$ cat src/rtl/cca_pkg.sv
package cca_pkg;
  localparam int CNT_W = 16;
  localparam int ADDR_W = 5;

  localparam logic [ADDR_W-1:0] A_CTRL  = 5'h00;
  localparam logic [ADDR_W-1:0] A_FLAGS = 5'h01;
  localparam logic [ADDR_W-1:0] A_CNTL  = 5'h02;
  localparam logic [ADDR_W-1:0] A_CNTH  = 5'h03;
  localparam logic [ADDR_W-1:0] A_MODE  = 5'h08;
  localparam logic [ADDR_W-1:0] A_CAPL  = 5'h10;
  localparam logic [ADDR_W-1:0] A_CAPH  = 5'h18;

  typedef struct packed {
    logic ecom;
    logic capp;
    logic capn;
    logic mat;
    logic tog;
    logic pwm;
    logic ie;
  } mode_t;

  typedef struct packed {
    logic       wdog_en;
    logic       ovf_ie;
    logic [1:0] clk_sel;
    logic       run;
  } ctrl_t;
endpackage

$ cat src/rtl/cca_timebase.sv
module cca_timebase
  import cca_pkg::*;
#(
  parameter int DIV_SLOW = 12,
  parameter int DIV_FAST = 4
) (
  input  logic             clk,
  input  logic             rst_n,
  input  logic             run,
  input  logic [1:0]       clk_sel,
  input  logic             t0_ovf,
  input  logic             ext_clk,
  input  logic             wr_lo,
  input  logic             wr_hi,
  input  logic [7:0]       wdata,
  output logic [CNT_W-1:0] cnt,
  output logic             cnt_en,
  output logic             ovf
);
  localparam int PRE_W = $clog2(DIV_SLOW);
  localparam logic [PRE_W-1:0] PRE_LAST = PRE_W'(DIV_SLOW - 1);

  logic [PRE_W-1:0] pre_q, pre_n;
  logic             ext_q;
  logic [CNT_W-1:0] cnt_q, cnt_n;
  logic             cnt_ld;
  logic             tick_slow, tick_fast, tick;

  always_comb begin
    pre_n     = (pre_q == PRE_LAST) ? '0 : pre_q + 1'b1;
    tick_slow = (pre_q == PRE_LAST);
    tick_fast = ((int'(pre_q) % DIV_FAST) == DIV_FAST - 1);
    case (clk_sel)
      2'd0:    tick = tick_slow;
      2'd1:    tick = tick_fast;
      2'd2:    tick = t0_ovf;
      default: tick = ext_clk & ~ext_q;
    endcase
    cnt_en = run & tick;
    ovf    = cnt_en & (cnt_q == '1);
    cnt_n  = cnt_en ? cnt_q + 1'b1 : cnt_q;
    if (wr_lo) cnt_n[7:0] = wdata;
    if (wr_hi) cnt_n[15:8] = wdata;
    cnt_ld = cnt_en | wr_lo | wr_hi;
  end

  always_ff @(posedge clk or negedge rst_n) begin
    if (!rst_n) begin
      pre_q <= '0;
      ext_q <= 1'b0;
    end else begin
      pre_q <= pre_n;
      ext_q <= ext_clk;
    end
  end

  always_ff @(posedge clk or negedge rst_n) begin
    if (!rst_n)      cnt_q <= '0;
    else if (cnt_ld) cnt_q <= cnt_n;
  end

  assign cnt = cnt_q;
endmodule

$ cat src/rtl/cca_slot.sv
module cca_slot
  import cca_pkg::*;
(
  input  logic             clk,
  input  logic             rst_n,
  input  logic [CNT_W-1:0] cnt,
  input  logic             cnt_en,
  input  logic             pin_in,
  input  logic             wr_mode,
  input  logic             wr_lo,
  input  logic             wr_hi,
  input  logic [7:0]       wdata,
  output mode_t            mode,
  output logic [7:0]       reg_lo,
  output logic [7:0]       reg_hi,
  output logic             pin_out,
  output logic             flag_set,
  output logic             match_evt
);
  mode_t      mode_q, mode_n;
  logic [7:0] lo_q, lo_n, hi_q, hi_n;
  logic       tog_q, tog_n, pin_q;
  logic       rise, fall, cap_evt, pwm_on, reload;
  logic       mode_ld, lo_ld, hi_ld;

  always_comb begin
    rise      = pin_in & ~pin_q;
    fall      = ~pin_in & pin_q;
    cap_evt   = (mode_q.capp & rise) | (mode_q.capn & fall);
    match_evt = cnt_en & mode_q.ecom & mode_q.mat & (cnt == {hi_q, lo_q});
    pwm_on    = mode_q.ecom & mode_q.pwm;
    reload    = pwm_on & cnt_en & (cnt[7:0] == 8'hFF);

    mode_n = mode_q;
    if (wr_mode) mode_n = mode_t'(wdata[6:0]);
    if (wr_lo)   mode_n.ecom = 1'b0;
    if (wr_hi)   mode_n.ecom = 1'b1;
    mode_ld = wr_mode | wr_lo | wr_hi;

    lo_n = lo_q;
    if (cap_evt) lo_n = cnt[7:0];
    if (reload)  lo_n = hi_q;
    if (wr_lo)   lo_n = wdata;
    lo_ld = cap_evt | reload | wr_lo;

    hi_n = hi_q;
    if (cap_evt) hi_n = cnt[15:8];
    if (wr_hi)   hi_n = wdata;
    hi_ld = cap_evt | wr_hi;

    tog_n    = ~tog_q;
    flag_set = cap_evt | match_evt;
  end

  always_ff @(posedge clk or negedge rst_n) begin
    if (!rst_n)       mode_q <= '0;
    else if (mode_ld) mode_q <= mode_n;
  end

  always_ff @(posedge clk or negedge rst_n) begin
    if (!rst_n)     lo_q <= '0;
    else if (lo_ld) lo_q <= lo_n;
  end

  always_ff @(posedge clk or negedge rst_n) begin
    if (!rst_n)     hi_q <= '0;
    else if (hi_ld) hi_q <= hi_n;
  end

  always_ff @(posedge clk or negedge rst_n) begin
    if (!rst_n)                        tog_q <= 1'b0;
    else if (match_evt & mode_q.tog)   tog_q <= tog_n;
  end

  always_ff @(posedge clk or negedge rst_n) begin
    if (!rst_n) pin_q <= 1'b0;
    else        pin_q <= pin_in;
  end

  assign mode    = mode_q;
  assign reg_lo  = lo_q;
  assign reg_hi  = hi_q;
  assign pin_out = pwm_on ? (cnt[7:0] >= lo_q) : tog_q;
endmodule

$ cat src/rtl/cap_cmp_array.sv
module cap_cmp_array
  import cca_pkg::*;
#(
  parameter int NUM_SLOTS = 5,
  parameter int DIV_SLOW  = 12,
  parameter int DIV_FAST  = 4
) (
  input  logic                 clk,
  input  logic                 rst_n,
  input  logic                 wr_en,
  input  logic [ADDR_W-1:0]    addr,
  input  logic [7:0]           wdata,
  output logic [7:0]           rdata,
  input  logic                 t0_ovf,
  input  logic                 ext_clk,
  input  logic [NUM_SLOTS-1:0] cap_in,
  output logic [NUM_SLOTS-1:0] cmp_out,
  output logic                 irq,
  output logic                 wdog_rst
);
  localparam int LAST = NUM_SLOTS - 1;

  ctrl_t                ctrl_q;
  logic [NUM_SLOTS-1:0] mflag_q, mflag_n;
  logic                 ovf_q, ovf_n;
  logic                 wdog_q;
  logic [CNT_W-1:0]     cnt;
  logic                 cnt_en, ovf_evt;
  logic                 wr_ctrl, wr_flags, wr_cntl, wr_cnth;

  logic [NUM_SLOTS-1:0] wr_mode, wr_lo, wr_hi;
  logic [NUM_SLOTS-1:0] slot_set, slot_match, slot_ie;
  mode_t                slot_mode [NUM_SLOTS];
  logic [7:0]           slot_lo   [NUM_SLOTS];
  logic [7:0]           slot_hi   [NUM_SLOTS];

  assign wr_ctrl  = wr_en & (addr == A_CTRL);
  assign wr_flags = wr_en & (addr == A_FLAGS);
  assign wr_cntl  = wr_en & (addr == A_CNTL);
  assign wr_cnth  = wr_en & (addr == A_CNTH);

  cca_timebase #(.DIV_SLOW(DIV_SLOW), .DIV_FAST(DIV_FAST)) tb_i (
    .clk(clk), .rst_n(rst_n), .run(ctrl_q.run), .clk_sel(ctrl_q.clk_sel),
    .t0_ovf(t0_ovf), .ext_clk(ext_clk), .wr_lo(wr_cntl), .wr_hi(wr_cnth),
    .wdata(wdata), .cnt(cnt), .cnt_en(cnt_en), .ovf(ovf_evt)
  );

  for (genvar i = 0; i < NUM_SLOTS; i++) begin : g_slot
    assign wr_mode[i] = wr_en & (addr == (A_MODE + ADDR_W'(i)));
    assign wr_lo[i]   = wr_en & (addr == (A_CAPL + ADDR_W'(i)));
    assign wr_hi[i]   = wr_en & (addr == (A_CAPH + ADDR_W'(i)));
    assign slot_ie[i] = slot_mode[i].ie;

    cca_slot slot_i (
      .clk(clk), .rst_n(rst_n), .cnt(cnt), .cnt_en(cnt_en), .pin_in(cap_in[i]),
      .wr_mode(wr_mode[i]), .wr_lo(wr_lo[i]), .wr_hi(wr_hi[i]), .wdata(wdata),
      .mode(slot_mode[i]), .reg_lo(slot_lo[i]), .reg_hi(slot_hi[i]),
      .pin_out(cmp_out[i]), .flag_set(slot_set[i]), .match_evt(slot_match[i])
    );
  end

  always_comb begin
    mflag_n = mflag_q;
    ovf_n   = ovf_q;
    if (wr_flags) begin
      mflag_n = mflag_q & wdata[NUM_SLOTS-1:0];
      ovf_n   = ovf_q & wdata[7];
    end
    mflag_n = mflag_n | slot_set;
    ovf_n   = ovf_n | ovf_evt;
  end

  always_ff @(posedge clk or negedge rst_n) begin
    if (!rst_n)       ctrl_q <= '0;
    else if (wr_ctrl) ctrl_q <= ctrl_t'(wdata[4:0]);
  end

  always_ff @(posedge clk or negedge rst_n) begin
    if (!rst_n) begin
      mflag_q <= '0;
      ovf_q   <= 1'b0;
      wdog_q  <= 1'b0;
    end else begin
      mflag_q <= mflag_n;
      ovf_q   <= ovf_n;
      wdog_q  <= ctrl_q.wdog_en & slot_match[LAST];
    end
  end

  always_comb begin
    rdata = '0;
    if (addr == A_CTRL)  rdata = {3'b000, ctrl_q};
    if (addr == A_FLAGS) begin
      rdata[7]             = ovf_q;
      rdata[NUM_SLOTS-1:0] = mflag_q;
    end
    if (addr == A_CNTL)  rdata = cnt[7:0];
    if (addr == A_CNTH)  rdata = cnt[15:8];
    for (int i = 0; i < NUM_SLOTS; i++) begin
      if (addr == (A_MODE + ADDR_W'(i))) rdata = {1'b0, slot_mode[i]};
      if (addr == (A_CAPL + ADDR_W'(i))) rdata = slot_lo[i];
      if (addr == (A_CAPH + ADDR_W'(i))) rdata = slot_hi[i];
    end
  end

  assign irq      = (ovf_q & ctrl_q.ovf_ie) | (|(mflag_q & slot_ie));
  assign wdog_rst = wdog_q;
endmodule

$ cat config.mk
export PLATFORM = sky130hd
export DESIGN_NAME = cap_cmp_array
export DESIGN_NICKNAME = d
export VERILOG_FILES = /design/src/rtl/cca_pkg.sv /design/src/rtl/cca_timebase.sv /design/src/rtl/cca_slot.sv /design/src/rtl/cap_cmp_array.sv
export SDC_FILE = /design/constraint.sdc
export NUM_CORES = 1
export LEC_CHECK = 0
export ABC_CLOCK_PERIOD_IN_PS = 2600
export BUFFER_PORTS_ARGS = -buffer_cell sky130_fd_sc_hd__buf_4
export CAP_MARGIN = 25
export CORE_MARGIN = 3
export CORE_UTILIZATION = 58
export CTS_CLUSTER_DIAMETER = 100
export DETAILED_ROUTE_END_ITERATION = 8
export HOLD_SLACK_MARGIN = 0.12
export PLACE_DENSITY = 0.85
export SYNTH_ARGS = -nofsm -noshare
export SYNTH_HDL_FRONTEND = slang
export SYNTH_HIERARCHICAL = 1
export SYNTH_SLANG_ARGS = --single-unit
$ cat constraint.sdc
create_clock -name clk -period 2.6 [get_ports clk]
set_clock_uncertainty 0.05 [all_clocks]
set_input_delay 0.52 -clock clk [delete_from_list [all_inputs] [get_ports clk]]
set_output_delay 0.52 -clock clk [all_outputs]
set_load 0.02 [all_outputs]
==> results by group <==
Synth
  • Portion of the post-synthesis area used by sequential elements: 0.339
  • Mapped Cells: 1305
  • Most common flop cell mapped by yosys: sky130_fd_sc_hd__dfrtp_1
  • Fraction of the mapped netlist area in compound gates: 0.216
  • Combined area of all synthesized cells: 0.0117 sq mm
  • Count of flip-flops with a built-in enable after synthesis: 0
  • Proportion of netlist area held by the largest area contributor: 0.339
  • Post-synthesis simple-gate area fraction: 0.172
  • Cell taking the most area after synthesis: sky130_fd_sc_hd__dfrtp_1
  • Synth warnings: 6
  • Fraction of synthesized cell area in xor and xnor cells: 0.0353
  • Adder-cell share of the synthesized area: 0.0451
  • Async S/R FF share, synth: 1.00
  • Total of flip-flops plus latches after synthesis: 158
  • Number of nets in the synthesized netlist: 1370
  • Main combinational cell family by area after synthesis: compound AO/OA/AOI/OAI gates
  • Multiplexer share of the synthesized area: 0.121
  • Largest cells by area after synthesis: sky130_fd_sc_hd__dfrtp_1 34%, sky130_fd_sc_hd__mux2i_1 8.2%, sky130_fd_sc_hd__ha_1 4.5%, sky130_fd_sc_hd__mux2_2 4.0%, sky130_fd_sc_hd__nand2_1 3.7%
  • Number of different library cells in the post-synthesis netlist: 81
  • Synth Area per Inst: 8.93 sq um

Power
  • Static power due to leakage: 6.24 nW
  • Share of power burned in registers: 0.338
  • Power density relative to cell area: 889 mW/mm^2
  • Clock Power Share: 0.195
  • Internal power summed over all cells: 7.38 mW
  • Switching component of the power: 5.70 mW
  • IR Drop Worst-Case VDD: 559 uV
  • Switching share of power: 0.436
  • Comb power frac: 0.467

Layout
  • Layout cell share with drive strength beyond 1: 0.299
  • Finished Core Util: 0.751
  • Total Nets Final: 1542
  • Diodes inserted: 0
  • Synth-to-layout area growth: 26.3%

Clock tree
  • Clock tree from TritonCTS: done
  • Later-pin clock latency in the skew report: 430 ps
  • CTS Root Cell: sky130_fd_sc_hd__clkbuf_16
  • Number of sinks driven by the clock tree: 158
  • Clock Tree Buf Depth: 2
  • Clock input transition at the sequential cells of the worst setup and hold paths: 70 ps
  • CTS buffer count: 17
  • H-Tree Level Count: 4

Timing
  • Post-route setup TNS: -2420 ps
  • Transition time at the pin with the least slew margin: 584 ps
  • Unrepaired setup endpoints after global routing: true
  • Max-slew headroom at the worst pin: 0.610
  • Part of the cycle the worst path needs: 1.15
  • Minimum hold slack: 145 ps
  • Highest Clock Rate: 333 MHz
  • Worst Setup Slack, final: -402 ps
  • Shortest clock period the worst path allows after layout: 3000 ps
  • Final number of setup-violating endpoints: 12
  • Max-slew violation count: 0
  • Final Hold Fails: 0

GRT
  • Sum of overflow across all layers after global routing: 0
  • Total GRT Usage: 0.416
  • Vias in the first global route: 11400
  • Global-route wire length before repair: 68800 um
  • Largest net degree at the start of global routing: 60
  • Antenna violations before repair: 0

Setup path
  • Startpoint types: flip-flop
  • Delay contributed by the slowest stage of the critical path: 560 ps
  • Sequence of cells on the critical path: inv_2 > ha_4 > nand2b_1 > a21o_1 > a211oi_2 > or3_1 > a41oi_2 > buf_4
  • Highest net fanout along the worst path: 7
  • Master of the slowest instance on the critical path: sky130_fd_sc_hd__dfrtp_4
  • Required time at the endpoint of the critical path: 2030 ps
  • Cell class contributing the biggest share of worst-path delay: flip-flops
  • Crit end category: output pin
  • Kind of critical path: reg -> out
  • WP buf/inv: 2
  • Arrival @ worst endpoint: 2430 ps

Floorplan
  • Floorplan die area: 0.0218 sq mm
  • Die H: 148 um
  • Placeable Area: 0.0196 sq mm
  • Starting density of the core: 0.595
  • X dimension of the die: 148 um
  • Count of boundary I/O pins: 38
  • Number of rows created at floorplan: 51

Detailed routing
  • Drt initial violations: 1763
  • Number of detailed-routing iterations run before antenna repair: 6
  • Detailed-route DRC error count: 0
  • Final routed wirelength across all metal layers: 46500 um
  • Vias post-DR: 12000
  • Per-cell routed wire length: 26.5 um
  • Final ANT Viol Nets: 0
  • Vias per cell: 6.83

Status
  • Violated checks: setup timing
  • Result of the run: finished with violations

Placement
  • Number of buffers inserted by port buffering: 37
  • HPWL reported at the end of detailed placement: 30800 um
  • Gp weighted congestion: 1.05

Run
  • Max cap viols: 0

Min path
  • Hold Crit Class: in -> reg
layout make-up:
cell class | count | area (sq um)
inverter | 86 | 335
clock inverter | 14 | 148
clock buffer | 18 | 439
multi-input combinational | 983 | 7380
sequential | 158 | 3960
timing repair buffer | 231 | 2120
fill | 1445 | 4870
tap | 265 | 332
metrics by stage:
step           setup WS [ps]  instances  power [mW]  area [sq um]
2_1_floorplan           52.3       1305        7.17         11700
3_3_place_gp            -462       1697        9.15         13200
3_5_place_dp            -473       1700        9.40         13300
4_1_cts                 -302       1745        12.5         14500
5_1_grt                 -412       1755        13.6         14700
6_report                -402       1755        13.1         14700
layer usage:
layer,vias up,global-route usage,wire length (um)
met4,0,0.205,3100
met5,-,0,0
met1,5726,0.551,17600
met3,223,0.0978,5300
met2,917,0.645,20600
li1,5114,-,-
cell usage after synthesis, drive strengths merged, types with 12 or more instances:
cell      n
dfrtp   158
nand2   117
mux2i    95
o21ai    88
inv      85
a21oi    78
nor2     73
buf      57
a31oi    56
ha       42
xor2     42
mux2     41
o21a     37
nand4    26
nand3    25
clkbuf   21
nor3     21
nand2b   20
a22oi    19
a211oi   16
o22ai    15
and3     12
or3      12
cells by family (layout without fill, tap and decap cells):
family	Yosys count	in the layout
buffers and inverters	164	349
AO/OA/AOI/OAI	382	382
flip-flops	158	158
adder cells (fa/ha/maj)	42	42
AND/OR/NAND/NOR	376	376
XOR/XNOR	47	47
multiplexers	136	136
power by group through the flow:
| stage | Combinational [mW] | Sequential, mW | Clock, mW |
|---|---|---|---|
| floorplan | 3.09 | 4.08 | 0 |
| global placement | 4.85 | 4.30 | 0 |
| detailed placement | 5.08 | 4.32 | 0 |
| CTS | 5.62 | 4.31 | 2.57 |
| global route | 6.50 | 4.45 | 2.65 |
| finish | 6.10 | 4.42 | 2.55 |
registers in the layout (all words and copies together) (netlist names):
signal,flops
ctrl_q,5
g_slot.slot_i/reg_lo,40
tb_i/cnt,16
g_slot.slot_i/tog_q,5
g_slot.slot_i/mode,35
mflag_q,5
g_slot.slot_i/pin_q,5
g_slot.slot_i/reg_hi,40
tb_i/ext_q,1
tb_i/pre_q,4
wdog_rst,1
ovf_q,1
placed cells by master, fill, tap and decap left out, types with 8 or more instances in the layout:
master and count:
sky130_fd_sc_hd__nand2b_1 17, sky130_fd_sc_hd__buf_12 19, sky130_fd_sc_hd__and3_1 11, sky130_fd_sc_hd__inv_1 80
sky130_fd_sc_hd__nand2_1 111, sky130_fd_sc_hd__o21ai_0 68, sky130_fd_sc_hd__o21ai_2 12, sky130_fd_sc_hd__xor2_1 42
sky130_fd_sc_hd__nor3_1 11, sky130_fd_sc_hd__o31ai_1 10, sky130_fd_sc_hd__mux2_2 40, sky130_fd_sc_hd__or3_1 10
sky130_fd_sc_hd__dfrtp_1 153, sky130_fd_sc_hd__a21oi_2 22, sky130_fd_sc_hd__a31oi_1 53, sky130_fd_sc_hd__buf_4 186
sky130_fd_sc_hd__a22oi_1 14, sky130_fd_sc_hd__o21a_1 37, sky130_fd_sc_hd__nand3b_1 8, sky130_fd_sc_hd__clkbuf_16 19
sky130_fd_sc_hd__nand3_1 25, sky130_fd_sc_hd__or4_1 11, sky130_fd_sc_hd__o22ai_1 11, sky130_fd_sc_hd__o21ai_1 8
sky130_fd_sc_hd__nor2_1 66, sky130_fd_sc_hd__buf_6 16, sky130_fd_sc_hd__mux2i_1 92, sky130_fd_sc_hd__nand4_1 21
sky130_fd_sc_hd__a211oi_1 11, sky130_fd_sc_hd__or2_2 9, sky130_fd_sc_hd__nor4_1 10, sky130_fd_sc_hd__a21oi_1 56
sky130_fd_sc_hd__ha_1 37
worst paths after layout:
kind | startpoint | to | slack [ps] | cells after the start
worst max-delay path | tb_i/cnt[0]$_DFFE_PN0P_ | cmp_out[0] | -400 | 8
worst min register to register | tb_i/pre_q[0]$_DFF_PN0_ | tb_i/pre_q[0]$_DFF_PN0_ | 410 | 1
min in group asynchronous | rst_n | g_slot[1].slot_i/reg_lo[6]$_DFFE_PN0P_ | 550 | 2
worst max register to register | ctrl_q[2]$_DFFE_PN0P_ | g_slot[3].slot_i/reg_lo[1]$_DFFE_PN0P_ | 200 | 11
max in group asynchronous | rst_n | tb_i/cnt[11]$_DFFE_PN0P_ | 1230 | 3
worst min-delay path | ext_clk | tb_i/ext_q$_DFF_PN0_ | 140 | 1
what timing repair did:
item,4_1_cts,5_1_grt
resized for setup,121,25
gates cloned,0,2
hold buffers,1,0
endpoints found under the hold margin,45,0
pin swaps,52,24
endpoints found under the setup margin,13,21
buffers inserted,16,8
(Power assumes the default switching activity.)
